[src/rtl/dreq_pkg.sv]
package dreq_pkg;
   localparam int unsigned REG_AW = 3;

   typedef enum logic [REG_AW-1:0] {
      RA_ENABLE = 3'd0,
      RA_MASK   = 3'd1,
      RA_MCLR   = 3'd2,
      RA_FLAG   = 3'd3,
      RA_FCLR   = 3'd4
   } reg_addr_e;

   function automatic int unsigned idx_width(input int unsigned n);
      return (n > 1) ? $clog2(n) : 1;
   endfunction
endpackage

[src/rtl/dreq_regs.sv]
module dreq_regs
   import dreq_pkg::*;
#(
   parameter int unsigned NCH = 8,
   parameter int unsigned DW  = 32
) (
   input  logic              clk,
   input  logic              rst_n,
   input  logic              wr_en,
   input  logic [REG_AW-1:0] wr_addr,
   input  logic [DW-1:0]     wr_data,
   input  logic [REG_AW-1:0] rd_addr,
   input  logic [NCH-1:0]    mask,
   input  logic [NCH-1:0]    flag,
   output logic [NCH-1:0]    en,
   output logic [NCH-1:0]    mclr,
   output logic [NCH-1:0]    fclr,
   output logic [DW-1:0]     rd_data
);
   logic [NCH-1:0] wr_chan;

   assign wr_chan = wr_data[NCH-1:0];

   generate
      if (NCH < DW) begin : g_hi
         logic unused_hi;
         assign unused_hi = ^wr_data[DW-1:NCH];
      end
   endgenerate

   always_ff @(posedge clk or negedge rst_n) begin
      if (!rst_n) begin
         en <= '0;
      end else if (wr_en && (wr_addr == RA_ENABLE)) begin
         en <= wr_chan;
      end
   end

   assign mclr = (wr_en && (wr_addr == RA_MCLR)) ? wr_chan : '0;
   assign fclr = (wr_en && (wr_addr == RA_FCLR)) ? wr_chan : '0;

   always_comb begin
      rd_data = '0;
      unique case (rd_addr)
         RA_ENABLE: rd_data[NCH-1:0] = en;
         RA_MASK:   rd_data[NCH-1:0] = mask;
         RA_FLAG:   rd_data[NCH-1:0] = flag;
         default:   rd_data = '0;
      endcase
   end
endmodule

[src/rtl/dreq_chan.sv]
module dreq_chan #(
   parameter int unsigned CW  = 3,
   parameter int unsigned IDX = 0
) (
   input  logic          clk,
   input  logic          rst_n,
   input  logic          err_vld,
   input  logic [CW-1:0] err_ch,
   input  logic          standby,
   input  logic          close_vld,
   input  logic [CW-1:0] close_ch,
   input  logic          close_mset,
   input  logic          done_vld,
   input  logic [CW-1:0] done_ch,
   input  logic          done_ie,
   input  logic          mclr,
   input  logic          fclr,
   output logic          mask,
   output logic          flag
);
   localparam logic [CW-1:0] ME = CW'(IDX);

   logic mask_set;
   logic flag_set;

   assign mask_set = standby
                   | (err_vld && (err_ch == ME))
                   | (close_vld && close_mset && (close_ch == ME));
   assign flag_set = done_vld && done_ie && (done_ch == ME);

   // hardware set takes precedence over a software clear
   always_ff @(posedge clk or negedge rst_n) begin
      if (!rst_n) begin
         mask <= 1'b0;
         flag <= 1'b0;
      end else begin
         if (mask_set)  mask <= 1'b1;
         else if (mclr) mask <= 1'b0;
         if (flag_set)  flag <= 1'b1;
         else if (fclr) flag <= 1'b0;
      end
   end
endmodule

[src/rtl/dreq_arb.sv]
module dreq_arb #(
   parameter int unsigned NCH = 8,
   parameter int unsigned CW  = 3
) (
   input  logic           clk,
   input  logic           rst_n,
   input  logic [NCH-1:0] pend,
   input  logic           start_ack,
   output logic           start_req,
   output logic [CW-1:0]  start_ch
);
   logic          any_pend;
   logic [CW-1:0] pick;

   assign any_pend = |pend;

   always_comb begin
      pick = '0;
      for (int i = NCH - 1; i >= 0; i--) begin
         if (pend[i]) pick = CW'(i);
      end
   end

   always_ff @(posedge clk or negedge rst_n) begin
      if (!rst_n) begin
         start_req <= 1'b0;
         start_ch  <= '0;
      end else if (start_req) begin
         if (start_ack) start_req <= 1'b0;
      end else if (any_pend) begin
         start_req <= 1'b1;
         start_ch  <= pick;
      end
   end
endmodule

[src/rtl/dreq_ctl.sv]
module dreq_ctl
   import dreq_pkg::*;
#(
   parameter int unsigned NCH = 8,
   parameter int unsigned DW  = 32,
   parameter int unsigned CW  = idx_width(NCH)
) (
   input  logic              clk,
   input  logic              rst_n,
   input  logic              wr_en,
   input  logic [REG_AW-1:0] wr_addr,
   input  logic [DW-1:0]     wr_data,
   input  logic [REG_AW-1:0] rd_addr,
   output logic [DW-1:0]     rd_data,
   input  logic [NCH-1:0]    dreq,
   input  logic [NCH-1:0]    pirq,
   input  logic              err_vld,
   input  logic [CW-1:0]     err_ch,
   input  logic              standby,
   input  logic              close_vld,
   input  logic [CW-1:0]     close_ch,
   input  logic              close_mset,
   input  logic              done_vld,
   input  logic [CW-1:0]     done_ch,
   input  logic              done_ie,
   output logic              start_req,
   output logic [CW-1:0]     start_ch,
   input  logic              start_ack,
   output logic [NCH-1:0]    irq
);
   generate
      if (NCH < 1 || NCH > DW) begin : g_bad_nch
         $error("dreq_ctl: NCH must lie in 1..DW");
      end
      if (CW < idx_width(NCH)) begin : g_bad_cw
         $error("dreq_ctl: CW too narrow for NCH");
      end
   endgenerate

   logic [NCH-1:0] en;
   logic [NCH-1:0] mask;
   logic [NCH-1:0] flag;
   logic [NCH-1:0] mclr;
   logic [NCH-1:0] fclr;
   logic [NCH-1:0] pend;

   dreq_regs #(.NCH(NCH), .DW(DW)) u_regs (
      .clk     (clk),
      .rst_n   (rst_n),
      .wr_en   (wr_en),
      .wr_addr (wr_addr),
      .wr_data (wr_data),
      .rd_addr (rd_addr),
      .mask    (mask),
      .flag    (flag),
      .en      (en),
      .mclr    (mclr),
      .fclr    (fclr),
      .rd_data (rd_data)
   );

   generate
      for (genvar c = 0; c < NCH; c++) begin : g_ch
         dreq_chan #(.CW(CW), .IDX(c)) u_chan (
            .clk        (clk),
            .rst_n      (rst_n),
            .err_vld    (err_vld),
            .err_ch     (err_ch),
            .standby    (standby),
            .close_vld  (close_vld),
            .close_ch   (close_ch),
            .close_mset (close_mset),
            .done_vld   (done_vld),
            .done_ch    (done_ch),
            .done_ie    (done_ie),
            .mclr       (mclr[c]),
            .fclr       (fclr[c]),
            .mask       (mask[c]),
            .flag       (flag[c])
         );
         assign pend[c] = dreq[c] & en[c] & ~mask[c];
         assign irq[c]  = en[c] ? flag[c] : pirq[c];
      end
   endgenerate

   dreq_arb #(.NCH(NCH), .CW(CW)) u_arb (
      .clk       (clk),
      .rst_n     (rst_n),
      .pend      (pend),
      .start_ack (start_ack),
      .start_req (start_req),
      .start_ch  (start_ch)
   );
endmodule

[config.mk]
export PLATFORM = sky130hd
export DESIGN_NAME = dreq_ctl
export DESIGN_NICKNAME = d
export VERILOG_FILES = /design/src/rtl/dreq_pkg.sv /design/src/rtl/dreq_regs.sv /design/src/rtl/dreq_chan.sv /design/src/rtl/dreq_arb.sv /design/src/rtl/dreq_ctl.sv
export SDC_FILE = /design/constraint.sdc
export NUM_CORES = 1
export LEC_CHECK = 0
export BUFFER_PORTS_ARGS = -buffer_cell sky130_fd_sc_hd__buf_4
export CAP_MARGIN = 20
export CORE_MARGIN = 2
export CORE_UTILIZATION = 47
export CTS_CLUSTER_SIZE = 10
export DETAILED_ROUTE_END_ITERATION = 12
export PLACE_DENSITY = 0.92
export SYNTH_ARGS = -nofsm -noshare
export SYNTH_HDL_FRONTEND = slang
export SYNTH_SLANG_ARGS = --single-unit
[constraint.sdc]
create_clock -name clk -period 2.77 [get_ports clk]
set_clock_uncertainty 0.15 [all_clocks]
set_input_delay 0.4155 -clock clk [delete_from_list [all_inputs] [get_ports clk]]
set_output_delay 0.4155 -clock clk [all_outputs]
set_load 0.03 [all_outputs]
* Yosys cells after proc, flatten, opt, wreduce, memory -nomap -nowiden
Cells that the tools add are included.
Operators by class: equal/unequal tests 25, mux-type cells 54, bitwise logic cells 41, reductions and logical operators 52
Operators with widths (number):
- $mux 1 | 43
- $eq 3x3->1 const B | 13
- $reduce_bool 2->1 | 16
- $logic_and 1x1->1 | 29
- $eq 3x2->1 const B | 8
- $mux 3 | 8
- $pmux 8 s3 | 1
- $and 1x1->1 | 16
- $mux 8 | 2
- $or 1x1->1 | 16
- $logic_not 3->1 | 5
- $eq 3x1->1 const B | 4
- $not 1->1 | 9
- $reduce_or 8->1 | 1
- $reduce_and 2->1 | 1
Storage, ports and cells: register bits after elaboration 28, input port bits 73, output and inout bits 44

* Depth between registers and ports, before layout
Gate-level depths: netlist of the first run.
word-level depth 10, gate-level depth with buffers 5, gate-level depth less buffers 4

* Hierarchy
From an unflattened synthesis of the first run, not the netlist that was laid out.
Second synthesis, totals: cells, all modules 220, area total of the unflattened synthesis 2115.8 um^2
By module, submodules not included:
- dreq_regs | instances 1, cells an instance 90, area each 820.8 um^2, seq. area each 200.2 um^2
- dreq_arb | instances 1, cells an instance 24, area each 246.5 um^2, seq. area each 100.1 um^2
- dreq_chan at g_ch[5].u_chan ... | instances 2, cells an instance 12, area each 113.9 um^2, seq. area each 50.0 um^2
- dreq_chan at g_ch[1].u_chan ... | instances 2, cells an instance 10, area each 106.4 um^2, seq. area each 50.0 um^2
- dreq_ctl | instances 1, cells an instance 16, area each 200.2 um^2, seq. area each 0.0 um^2
- dreq_chan at g_ch[0].u_chan | instances 1, cells an instance 11, area each 107.6 um^2, seq. area each 50.0 um^2
- dreq_chan at g_ch[4].u_chan | instances 1, cells an instance 13, area each 101.3 um^2, seq. area each 50.0 um^2
- dreq_chan at g_ch[7].u_chan | instances 1, cells an instance 12, area each 100.1 um^2, seq. area each 50.0 um^2
- dreq_chan at g_ch[3].u_chan | instances 1, cells an instance 10, area each 98.8 um^2, seq. area each 50.0 um^2

* Worst setup path after synthesis of the first run
OpenSTA, ideal clock, no wires.
kind input port to output port, from in rd_addr[1], to out rd_data[0], data arrival time 1418 ps, data required time 2204 ps, setup slack 786 ps, stages on the path 5, path buffers 2, path through clkbuf_1 > and2_1 > buf_2 > a21oi_1 > nor2_1
On the way: word-level cells in the longest chain between the ends 2, elaborated cells on any way between the ends 4
Ends and longest elaborated chain:
- from (decl) | RTL line dreq_ctl.sv:13 | input logic [REG_AW-1:0] rd_addr,
- $eq 3x2->1 (tied with other cells) | RTL line dreq_regs.sv:44 | unique case (rd_addr)
- $pmux 8 s3 (*) | RTL line dreq_regs.sv:44
- to (decl) | RTL line dreq_ctl.sv:14 | output logic [DW-1:0] rd_data,
Every way passes the cells marked *; elsewhere a longest branch is shown, timed or not.

* Worst setup path in the final report of the first run
from in rd_addr[0], to out rd_data[3]
Same word-level chain as after synthesis.

==> results of run 1 <==
[registers in the layout, summed over array words and instances (netlist names)]
signal and count:
u_regs.en 8, u_arb.start_req 1, g_ch.u_chan.flag 8, g_ch.u_chan.mask 8, u_arb.start_ch 3
[stage by stage]
stage / cells / hold slack, ns / setup slack, ns / cell area [µm²] / total power [µW]
6_report: 325 / 0.2380 / 0.8720 / 2452 / 1413
5_1_grt: 325 / 0.2276 / 0.7628 / 2452 / 1487
4_1_cts: 325 / 0.2382 / 0.8841 / 2452 / 1421
3_5_place_dp: 320 / 0.2014 / 0.8938 / 2371 / 1100
3_3_place_gp: 320 / 0.1974 / 0.9011 / 2371 / 1080
2_1_floorplan: 232 / -0.03009 / 0.7862 / 2002 / 906.4
[cells by family (layout without fill, tap and decap cells)]
group | Yosys count | after routing | synth area share, %
compound gates | 43 | 43 | 15.55
buf+inv | 33 | 76 | 11.43
flops | 28 | 28 | 36.58
mux | 25 | 25 | 14.11
other cells | 1 | 24 | 0.1958
simple gates | 79 | 79 | 22.14
[Yosys cell counts (2+ instances only)]
| cell | instances | area share, % |
|---|---|---|
| buf_2 | 4 | 1.0 |
| nor2b_1 | 3 | 0.98 |
| a32o_1 | 2 | 1.0 |
| mux2i_1 | 9 | 4.7 |
| a31oi_1 | 5 | 1.6 |
| mux2_2 | 16 | 9.4 |
| inv_1 | 2 | 0.39 |
| nand2b_1 | 4 | 1.3 |
| o211ai_1 | 6 | 2.4 |
| dfrtp_1 | 28 | 37 |
| a22o_1 | 2 | 0.91 |
| a21oi_1 | 13 | 3.4 |
| buf_4 | 24 | 9.4 |
| o21ai_0 | 4 | 1.0 |
| and3b_1 | 5 | 2.3 |
| nand3_1 | 2 | 0.52 |
| nor2_1 | 21 | 4.1 |
| clkbuf_1 | 2 | 0.39 |
| o21ba_2 | 2 | 1.0 |
| nand2_1 | 32 | 6.3 |
| o311ai_0 | 2 | 0.91 |
[area by class of cell]
| cell class | count | area (µm²) |
|---|---|---|
| sequential | 28 | 700.7 |
| clock buffer | 3 | 41.29 |
| tap | 50 | 62.56 |
| multi-input combinational | 171 | 1082 |
| timing repair buffer | 70 | 528.0 |
| fill | 351 | 1519 |
| inverter | 2 | 7.507 |
| clock inverter | 1 | 30.03 |
[final timing paths]
check | cells after the start | end | slack [ns]
max in group asynchronous | 2 | g_ch[0].u_chan.mask | 1.77
worst min-delay path | 2 | u_regs.en[0] | 0.24
worst max-delay path | 5 | rd_data[3] | 0.87
worst max register to register | 4 | u_arb.start_req | 1.20
min in group asynchronous | 2 | u_regs.en[2] | 0.44
worst min register to register | 1 | u_arb.start_ch[2] | 0.36
[power by group through the flow]
stage                     Clock (µW)  Sequential [µW]  Combinational (µW)
final                            322              558                 533
after global routing             346              570                 571
after CTS                        326              559                 535
after detailed placement           0              568                 532
after global placement             0              561                 519
after floorplan                    0              588                 318
[metal layers]
| layer | vias to the layer above | share of wire [%] | global-route usage (%) | wire (µm) |
|---|---|---|---|---|
| met5 | - | 0 | 0 | 0 |
| met4 | 0 | 1.4 | 7.750 | 68 |
| met3 | 7 | 6.9 | 2.796 | 336 |
| met2 | 77 | 51 | 39.71 | 2517 |
| met1 | 827 | 40 | 26.65 | 1972 |
| li1 | 828 | - | - | - |
[what timing repair did]
action	in CTS	in global routing
hold endpoints to repair	28	0
resized for setup	0	0
setup endpoints to repair	0	0
hold buffers	1	0
==> run summary, run 1 <==
Layout area overhead: 28.02%
Placer Congestion: 0.8683
critical path cell sequence: buf_4, and2_1, a21oi_1, nor2_1, buf_4
DR pass1 iterations: 4
TritonCTS clock tree: yes
Setup crit start: rd_addr[0]
vias: 1739
unrepaired setup endpoints after global routing: false
top_reg_cell synth: dfrtp_1
P_leak: 0.001200 µW
Iter 0 DRT Violations: 94
post-DP HPWL: 3984 µm
Clk Latency, worst-skew pair: 0.28 ns
layout cell share with drive strength beyond 1: 36.00%
Post-DRT Antenna Nets: 0
MaxCap Viol Count: 0
CTS Root Cell: clkbuf_8
clk buf depth: 2
grt ovf: 0
Crit Path Class: input pin to output pin
DR WL/cell: 15.06 µm
DIE WIDTH: 67.84 µm
Synth cell types: 42
RR Startpoint: u_regs.en[1]
clock period minus worst slack: 1.898 ns
gr usage total: 21.91%
Flop pwr share: 39.5%
worst hold path startpoint: wr_data[0]
Placement Rows: 23
Die Ht: 67.84 µm
register area share after synthesis: 36.58%
worst rel slew slack: 54.13%
antenna cells: 0
worst path arrival time: 1.33 ns
number of global-route vias before repair: 1687
final worst path period share: 68.52%
switching portion of total power: 35.54%
Clock transition at path regs: 0.10 ns
number of synthesized flops with an enable pin: 0
P_sw: 502.2 µW
Vias/cell: 5.351
Yosys reg bits: 28
DRC: 0
largest net degree at the start of global routing: 29
most used cell along the critical path: buf_4
I/O pins: 117
Crit Path Max Fanout: 9
Final Slew Violations: 0
FMAX: 526.9 MHz
H-Tree Depth: 1
Die Footprint: 4602 µm²
Nets: 349
Cell Area, Synth: 1916 µm²
routed wire length: 4893 µm
Core Area: 3971 µm²
worst path buffer plus inverter count: 2
port bufs: 68
CTS Buf Count: 3
most frequent cells in the layout: buf_4 (69), nand2_1 (32), dfrtp_1 (28), conb_1 (24), nor2_1 (21)
Largest stage delay, worst path: 0.32 ns
Clk network pwr share: 22.8%
Comb power frac: 37.7%
Starting Density: 48.24%
CTS Sinks: 28
slowest CP cell: and2_1
initial antenna violation count: 0
Max VDD drop: 280.1 µV
Warnings, synthesis: 0
Syn Inst Count: 209
critical path's top delay family: simple AND/OR/NAND/NOR gates
first-pass GRT wire length: 7527 µm
Hold Path Class: input pin to flip-flop
P_int: 910.9 µW
commonest non-fill, non-tap cell in the layout: buf_4
startpoint types: input pin
Post-CTS Setup Repair Bufs: 0
Worst setup EP type: output pin
Final Core Density: 61.75%
async set-or-reset flop fraction in the synthesized netlist: 100.0%
power density cells: 576.2 nW/µm²
Finish-stage setup viols: 0
CP required: 2.20 ns
outcome: completed
Worst Max-Slew Pin Slew: 0.6852 ns
final hold violation count: 0
TNS Setup: 0 ns
Mapped Avg Cell Area: 9.165 µm²
(Power assumes the default switching activity.)
==> run 2, diff against run 1 <==
--- a/config.mk
+++ b/config.mk
@@ -5,13 +5,14 @@
 export SDC_FILE = /design/constraint.sdc
 export NUM_CORES = 1
 export LEC_CHECK = 0
+export ABC_AREA = 1
 export BUFFER_PORTS_ARGS = -buffer_cell sky130_fd_sc_hd__buf_4
 export CAP_MARGIN = 20
 export CORE_MARGIN = 2
-export CORE_UTILIZATION = 47
+export CORE_UTILIZATION = 39
 export CTS_CLUSTER_SIZE = 10
 export DETAILED_ROUTE_END_ITERATION = 12
-export PLACE_DENSITY = 0.92
+export PLACE_DENSITY = 0.83
 export SYNTH_ARGS = -nofsm -noshare
 export SYNTH_HDL_FRONTEND = slang
 export SYNTH_SLANG_ARGS = --single-unit
==> constraint.sdc (replaced) <==
create_clock -name clk -period 1.7 [get_ports clk]
set_clock_uncertainty 0.15 [all_clocks]
set_input_delay 0.255 -clock clk [delete_from_list [all_inputs] [get_ports clk]]
set_output_delay 0.255 -clock clk [all_outputs]
set_load 0.03 [all_outputs]
==> run 2 against run 1 <==
Net effect:
- critical path type is now flip-flop to output pin
- global-route usage down 5.0 points
- clock power rose by 7.1%
- routed wire length is 8.0% lower
- via count rose by 7.1%
- critical path depth shrank 3
- non-clock buffer count grew 1
- final cell count up 18%
- critical endpoint is now irq[7]
- largest power group unchanged
- first-iteration DRC count is 6.4% lower
- count of clock-buffer cells in the layout did not move
- sequential power rose by 53%
==> run summary, run 2 <==
outcome: completed
I/O pins: 117 (unchanged)
H-Tree Depth: 1 (unchanged)
port bufs: 68 (unchanged)
grt ovf: 0 (unchanged)
RR Startpoint: u_regs.en[3]
Final Slew Violations: 0 (unchanged)
met1 WL: 1856 µm (-5.9%)
startpoint types: flip-flop
DR WL/cell: 11.70 µm (-22%)
largest net degree at the start of global routing: 29 (unchanged)
DR WL met3: 300 µm (-11%)
antenna cells: 0 (unchanged)
Setup crit start: u_regs.en[7]
MaxCap Viol Count: 0 (unchanged)
Largest regs: g_ch.u_chan.flag x8, g_ch.u_chan.mask x8, u_regs.en x8
Nets: 406 (+16%)
Placement Rows: 25 (+8.7%)
first-pass GRT wire length: 7113 µm (-5.5%)
r2r endpoint: u_arb.start_ch[0]
clk buf depth: 2 (unchanged)
Iter 0 DRT Violations: 88 (-6.4%)
Worst setup EP type: output pin
crit path to: irq[7]
initial antenna violation count: 0 (unchanged)
Final Power: 1910 µW (+35%)
commonest non-fill, non-tap cell in the layout: nand2_1
post-place instance area: 2370 µm² (about the same)
Finish-stage setup viols: 0 (unchanged)
final worst path period share: 94.74%
number of synthesized flops with an enable pin: 0 (unchanged)
unrepaired setup endpoints after global routing: false
power density cells: 783.4 nW/µm² (+36%)
area share of the largest cell type after synthesis: 37.01% (+0.44 points)
CTS Buf Count: 3 (unchanged)
most frequent cells in the layout: nand2_1 (80), buf_4 (69), inv_1 (40), dfrtp_1 (28), conb_1 (24)
final setup margin: 0.08936 ns (-0.7827 ns)
register area share after synthesis: 37.01% (+0.44 points)
TritonCTS clock tree: yes
Post-DRT Antenna Nets: 0 (unchanged)
DR WL met2: 2301 µm (-8.6%)
Warnings, synthesis: 0 (unchanged)
Core Area: 4692 µm² (+18%)
layout cell share with drive strength beyond 1: 28.70% (-7.3 points)
Clock transition at path regs: 0.09 ns (about the same)
routed wire length: 4503 µm (-8.0%)
CTS Root Cell: clkbuf_8
Synth cell types: 24 (-43%)
vias: 1862 (+7.1%)
register-to-register setup slack: 0.39 ns (-0.81 ns)
Setup WS pre-CTS: 0.1059 ns (-0.7879 ns)
Die Footprint: 5427 µm² (+18%)
FMAX: 620.9 MHz
Syn Inst Count: 260 (+24%)
CTS Sinks: 28 (unchanged)
dominant cell by count in the synthesized netlist: nand2_1
Fillers: 467 (+33%)
clock period minus worst slack: 1.611 ns
number of global-route vias before repair: 1611 (-4.5%)
worst r2r path cells: 8 (+4)
leading area contributor after synthesis: dfrtp_1
async set-or-reset flop fraction in the synthesized netlist: 100.0% (unchanged)
final hold violation count: 0 (unchanged)
top post-synthesis cells by count: nand2_1 (82), inv_1 (40), dfrtp_1 (28)
DRC: 0 (unchanged)
Layout area overhead: 28.82%
final instance area: 2439 µm² (-0.56%)
Area contributors post-synth: dfrtp_1 (37%), nand2_1 (16%), buf_4 (9.5%)
uppermost layer routed: met4
CP required: 1.29 ns (-0.91 ns)
Cell Area, Synth: 1893 µm² (-1.2%)
post-DP HPWL: 3763 µm (-5.5%)
top_reg_cell synth: dfrtp_1
TNS Setup: 0 ns (unchanged)
DIE WIDTH: 73.67 µm (+8.6%)
Vias/cell: 4.836 (-9.6%)
Placer Congestion: 0.8316 (-4.2%)
DR pass1 iterations: 4 (unchanged)
Crit Path Class: flip-flop to output pin
Starting Density: 40.35% (-7.9 points)
P_leak: 0.001381 µW (+15%)
Yosys reg bits: 28 (unchanged)
Max VDD drop: 346.1 µV (+24%)
Die Ht: 73.67 µm (+8.6%)
Mapped Avg Cell Area: 7.281 µm² (-21%)
worst hold slack: 0.09763 ns (-0.1404 ns)
Crit Path Max Fanout: 5 (-4)
worst path arrival time: 1.21 ns (-0.12 ns)
gr usage total: 16.86% (-5.0 points)
Clk Latency, worst-skew pair: 0.27 ns (about the same)
Hold Path Class: input pin to flip-flop
[run 2: changes by cell type after synthesis, moves of 5 or more]
cell | before | now
mux2_2 | 16 | 3
a221oi_1 | 0 | 8
o221ai_1 | 0 | 5
o21ai_2 | 0 | 8
a31oi_1 | 5 | 0
a21oi_1 | 13 | 1
inv_1 | 2 | 40
mux2i_1 | 9 | 0
and3b_1 | 5 | 0
o21ai_0 | 4 | 17
nand2_1 | 32 | 82
[run 2: how the worst min path moves through the flow]
stage	startpoint	end	slack (ns)	depth (start not counted)
floorplan	rst_n	g_ch[0].u_chan.flag	-0.19	0
global placement	rst_n	u_arb.start_ch[2]	0.04	1
detailed placement	rst_n	u_arb.start_ch[2]	0.04	1
CTS	start_ack	u_arb.start_req	0.002	2
global route	standby	g_ch[4].u_chan.mask	0.11	3
finish	standby	g_ch[5].u_chan.mask	0.1	3
[run 2: cell type report]
type	instances	area (µm²)	area share (%)
Multi-Input combinational cell	189	940.9	38.58
Sequential cell	28	700.7	28.73
Timing Repair Buffer	71	538.0	22.06
Inverter	40	150.1	6.157
Tap cell	54	67.56	2.771
Clock buffer	3	41.29	1.693
[run 2: report_power, final]
group	switching (µW)	internal (µW)	leakage, µW	total, µW
combinational	437	276	0.00104	712
clock	186	159	0.0000216	345
sequential	90.0	763	0.000322	853
[run 2: cell families after synthesis]
family | synth area share [%]
flip-flops | 37.01
AO/OA/AOI/OAI | 16.79
multiplexers | 1.784
AND/OR/NAND/NOR | 25.98
other | 0.1981
buffers and inverters | 18.24
[run 2: metal layers]
layer  vias to the layer above  GRT usage (%)
met2                        69          29.17
li1                        929              -
met1                       859          21.77
met3                         5          2.881
met5                         -              0
met4                         0          4.242
[run 2: what timing repair did]
| action | CTS | global route |
|---|---|---|
| endpoints found under the hold margin | 28 | 1 |
| setup buffers | 0 | 0 |
| setup endpoints to repair | 0 | 3 |
| resized for setup | 0 | 3 |
| hold buffers | 1 | 1 |
[run 2: worst max-delay path, cell delays in order (launching register included)]
cell	delay (ns)
dfrtp_1	0.42
mux2_2	0.35
buf_4	0.17
[run 2: metrics by stage]
stage	instances	utilization (%)
5_1_grt	385	51.97
6_report	385	51.97
2_1_floorplan	283	-
3_5_place_dp	380	50.51
4_1_cts	384	51.60
3_3_place_gp	380	50.51
==> run 3, diff against run 2 <==
--- a/config.mk
+++ b/config.mk
@@ -9,10 +9,11 @@
 export BUFFER_PORTS_ARGS = -buffer_cell sky130_fd_sc_hd__buf_4
 export CAP_MARGIN = 20
 export CORE_MARGIN = 2
-export CORE_UTILIZATION = 39
+export CORE_UTILIZATION = 43
 export CTS_CLUSTER_SIZE = 10
 export DETAILED_ROUTE_END_ITERATION = 12
-export PLACE_DENSITY = 0.83
+export PLACE_DENSITY = 0.86
+export SLEW_MARGIN = 20
 export SYNTH_ARGS = -nofsm -noshare
 export SYNTH_HDL_FRONTEND = slang
 export SYNTH_SLANG_ARGS = --single-unit
==> constraint.sdc (replaced) <==
create_clock -name clk -period 1.49 [get_ports clk]
set_clock_uncertainty 0.15 [all_clocks]
set_input_delay 0.2235 -clock clk [delete_from_list [all_inputs] [get_ports clk]]
set_output_delay 0.2235 -clock clk [all_outputs]
set_load 0.03 [all_outputs]
==> run 3 against run 2 <==
Net effect:
- the flow now finishes with violations (negative setup slack)
- final cell count up 3.1%
- critical path depth unchanged
- clock power up 38%
- critical endpoint is now irq[4]
==> run summary, run 3 (synthesis gave the netlist of run 2 again) <==
outcome: finished, violations left
violated checks: negative setup slack
CP required: 1.12 ns (-0.17 ns)
Final Power: 2443 µW (+28%)
antenna cells: 0 (unchanged)
CTS Sinks: 28 (unchanged)
Clk network pwr share: 19.5% (+1.4 points)
final setup margin: -0.07352 ns (-0.1629 ns)
Core Area: 4294 µm² (-8.5%)
switching portion of total power: 37.35% (about the same)
CTS Buf Count: 3 (unchanged)
unrepaired setup endpoints after global routing: true
routed wire length: 5161 µm (+15%)
final hold violation count: 0 (unchanged)
Flop pwr share: 39.6% (-5.1 points)
DR pass1 iterations: 4 (unchanged)
Crit Path Max Fanout: 3 (-2)
Clk Latency, worst-skew pair: 0.28 ns (about the same)
worst path arrival time: 1.19 ns (-0.02 ns)
startpoint types: flip-flop
Fillers: 362 (-22%)
RR Startpoint: u_regs.en[1]
Setup crit start: u_regs.en[4]
final instance area: 2656 µm² (+8.9%)
gr usage total: 21.52% (+4.7 points)
Starting Density: 44.09% (+3.7 points)
Nets: 419 (+3.2%)
Hold Path Class: input pin to flip-flop
post-DP HPWL: 3810 µm (+1.2%)
TritonCTS clock tree: yes
H-Tree Depth: 1 (unchanged)
Iter 0 DRT Violations: 86 (-2.3%)
Final Slew Violations: 0 (unchanged)
Placer Congestion: 0.8272 (-0.53%)
Placement Rows: 24 (-4.0%)
Vias/cell: 4.809 (-0.57%)
DIE WIDTH: 70.35 µm (-4.5%)
final worst path period share: 104.9%
P_sw: 912.3 µW (+28%)
number of global-route vias before repair: 1946 (+21%)
Largest regs: g_ch.u_chan.flag x8, g_ch.u_chan.mask x8, u_regs.en x8
largest net degree at the start of global routing: 29 (unchanged)
vias: 1909 (+2.5%)
Finish-stage setup viols: 6 (+6)
I/O pins: 117 (unchanged)
initial antenna violation count: 0 (unchanged)
Crit Path Class: flip-flop to output pin
worst hold path startpoint: standby
CTS Root Cell: clkbuf_8
Clock transition at path regs: 0.09 ns (about the same)
layout cell share with drive strength beyond 1: 36.52% (+7.8 points)
clk buf depth: 2 (unchanged)
clock period minus worst slack: 1.564 ns
Post-DRT Antenna Nets: 0 (unchanged)
Comb power frac: 40.9% (+3.6 points)
Die Ht: 70.35 µm (-4.5%)
port bufs: 68 (unchanged)
Worst setup EP type: output pin
Layout area overhead: 40.32%
P_leak: 0.001481 µW (+7.3%)
commonest non-fill, non-tap cell in the layout: nand2_1
worst hold slack: 0.05837 ns (-0.03926 ns)
first-pass GRT wire length: 8438 µm (+19%)
grt ovf: 0 (unchanged)
power density cells: 919.6 nW/µm² (+17%)
Max VDD drop: 338.7 µV (-2.1%)
DR WL/cell: 13.00 µm (+11%)
P_int: 1530 µW (+28%)
Setup WS pre-CTS: -0.02368 ns (-0.1296 ns)
TNS Setup: -0.2157 ns (-0.2157 ns)
most frequent cells in the layout: nand2_1 (74), buf_4 (72), inv_1 (34), dfrtp_1 (28), conb_1 (24)
MaxCap Viol Count: 0 (unchanged)
DRC: 0 (unchanged)
FMAX: 639.6 MHz
Die Footprint: 4949 µm² (-8.8%)
post-place instance area: 2375 µm² (+0.21%)
-- run 3: cell count changes in the layout (fill, tap and decap cells not counted), sizes merged --
cell / change
buf: +13
clkbuf: +1
-- run 3: power by group through the flow --
stage	Clock (µW)	Combinational (µW)	Sequential [µW]
global route	515	1070	978
global placement	0	794	981
CTS	482	934	956
floorplan	0	529	994
finish	476	998	968
detailed placement	0	813	988
-- run 3: metrics by stage --
step | util (%) | instances
final | 61.86 | 397
after global routing | 61.86 | 397
after CTS | 59.44 | 394
after detailed placement | 55.30 | 379
after global placement | 55.30 | 379
after floorplan | - | 283
-- run 3: metal layers --
metal / vias to the layer above / GRT usage (%) / part of all wire [%]
met5: - / 0 / 0
met4: 0 / 9.829 / 2.5
met3: 13 / 4.185 / 5.7
met2: 72 / 38.68 / 52
met1: 868 / 24.29 / 40
li1: 956 / - / -
-- run 3: what timing repair did --
action	CTS	global route
endpoints found under the setup margin	11	14
endpoints found under the hold margin	29	0
resized for setup	10	26
hold buffers	2	0
setup buffers	9	3
cloned	0	0
pin swaps	0	11
-- run 3: worst paths after layout --
path / depth (start not counted) / slack, ns / end
max in group asynchronous: 2 / 0.69 / g_ch[6].u_chan.flag
setup / recovery: 2 / -0.07 / irq[4]
min in group asynchronous: 2 / 0.24 / u_regs.en[7]
hold / removal: 3 / 0.06 / g_ch[7].u_chan.mask
setup reg to reg: 9 / 0.10 / u_arb.start_ch[0]
hold reg to reg: 2 / 0.33 / u_arb.start_ch[0]
-- run 3: area by class of cell --
cell class                      instances  area, µm²  area share (%)
Clock buffer                            4      55.05           2.073
Timing Repair Buffer                   84      673.1           25.34
Sequential cell                        28      700.7           26.38
Multi-Input combinational cell        189       1012           38.11
Inverter                               40      150.1           5.652
Tap cell                               52      65.06           2.449
-- run 3: worst max-delay path, cell delays in order (launching register included) --
cell	delay, ns
dfrtp_1	0.41
mux2_2	0.36
buf_6	0.14
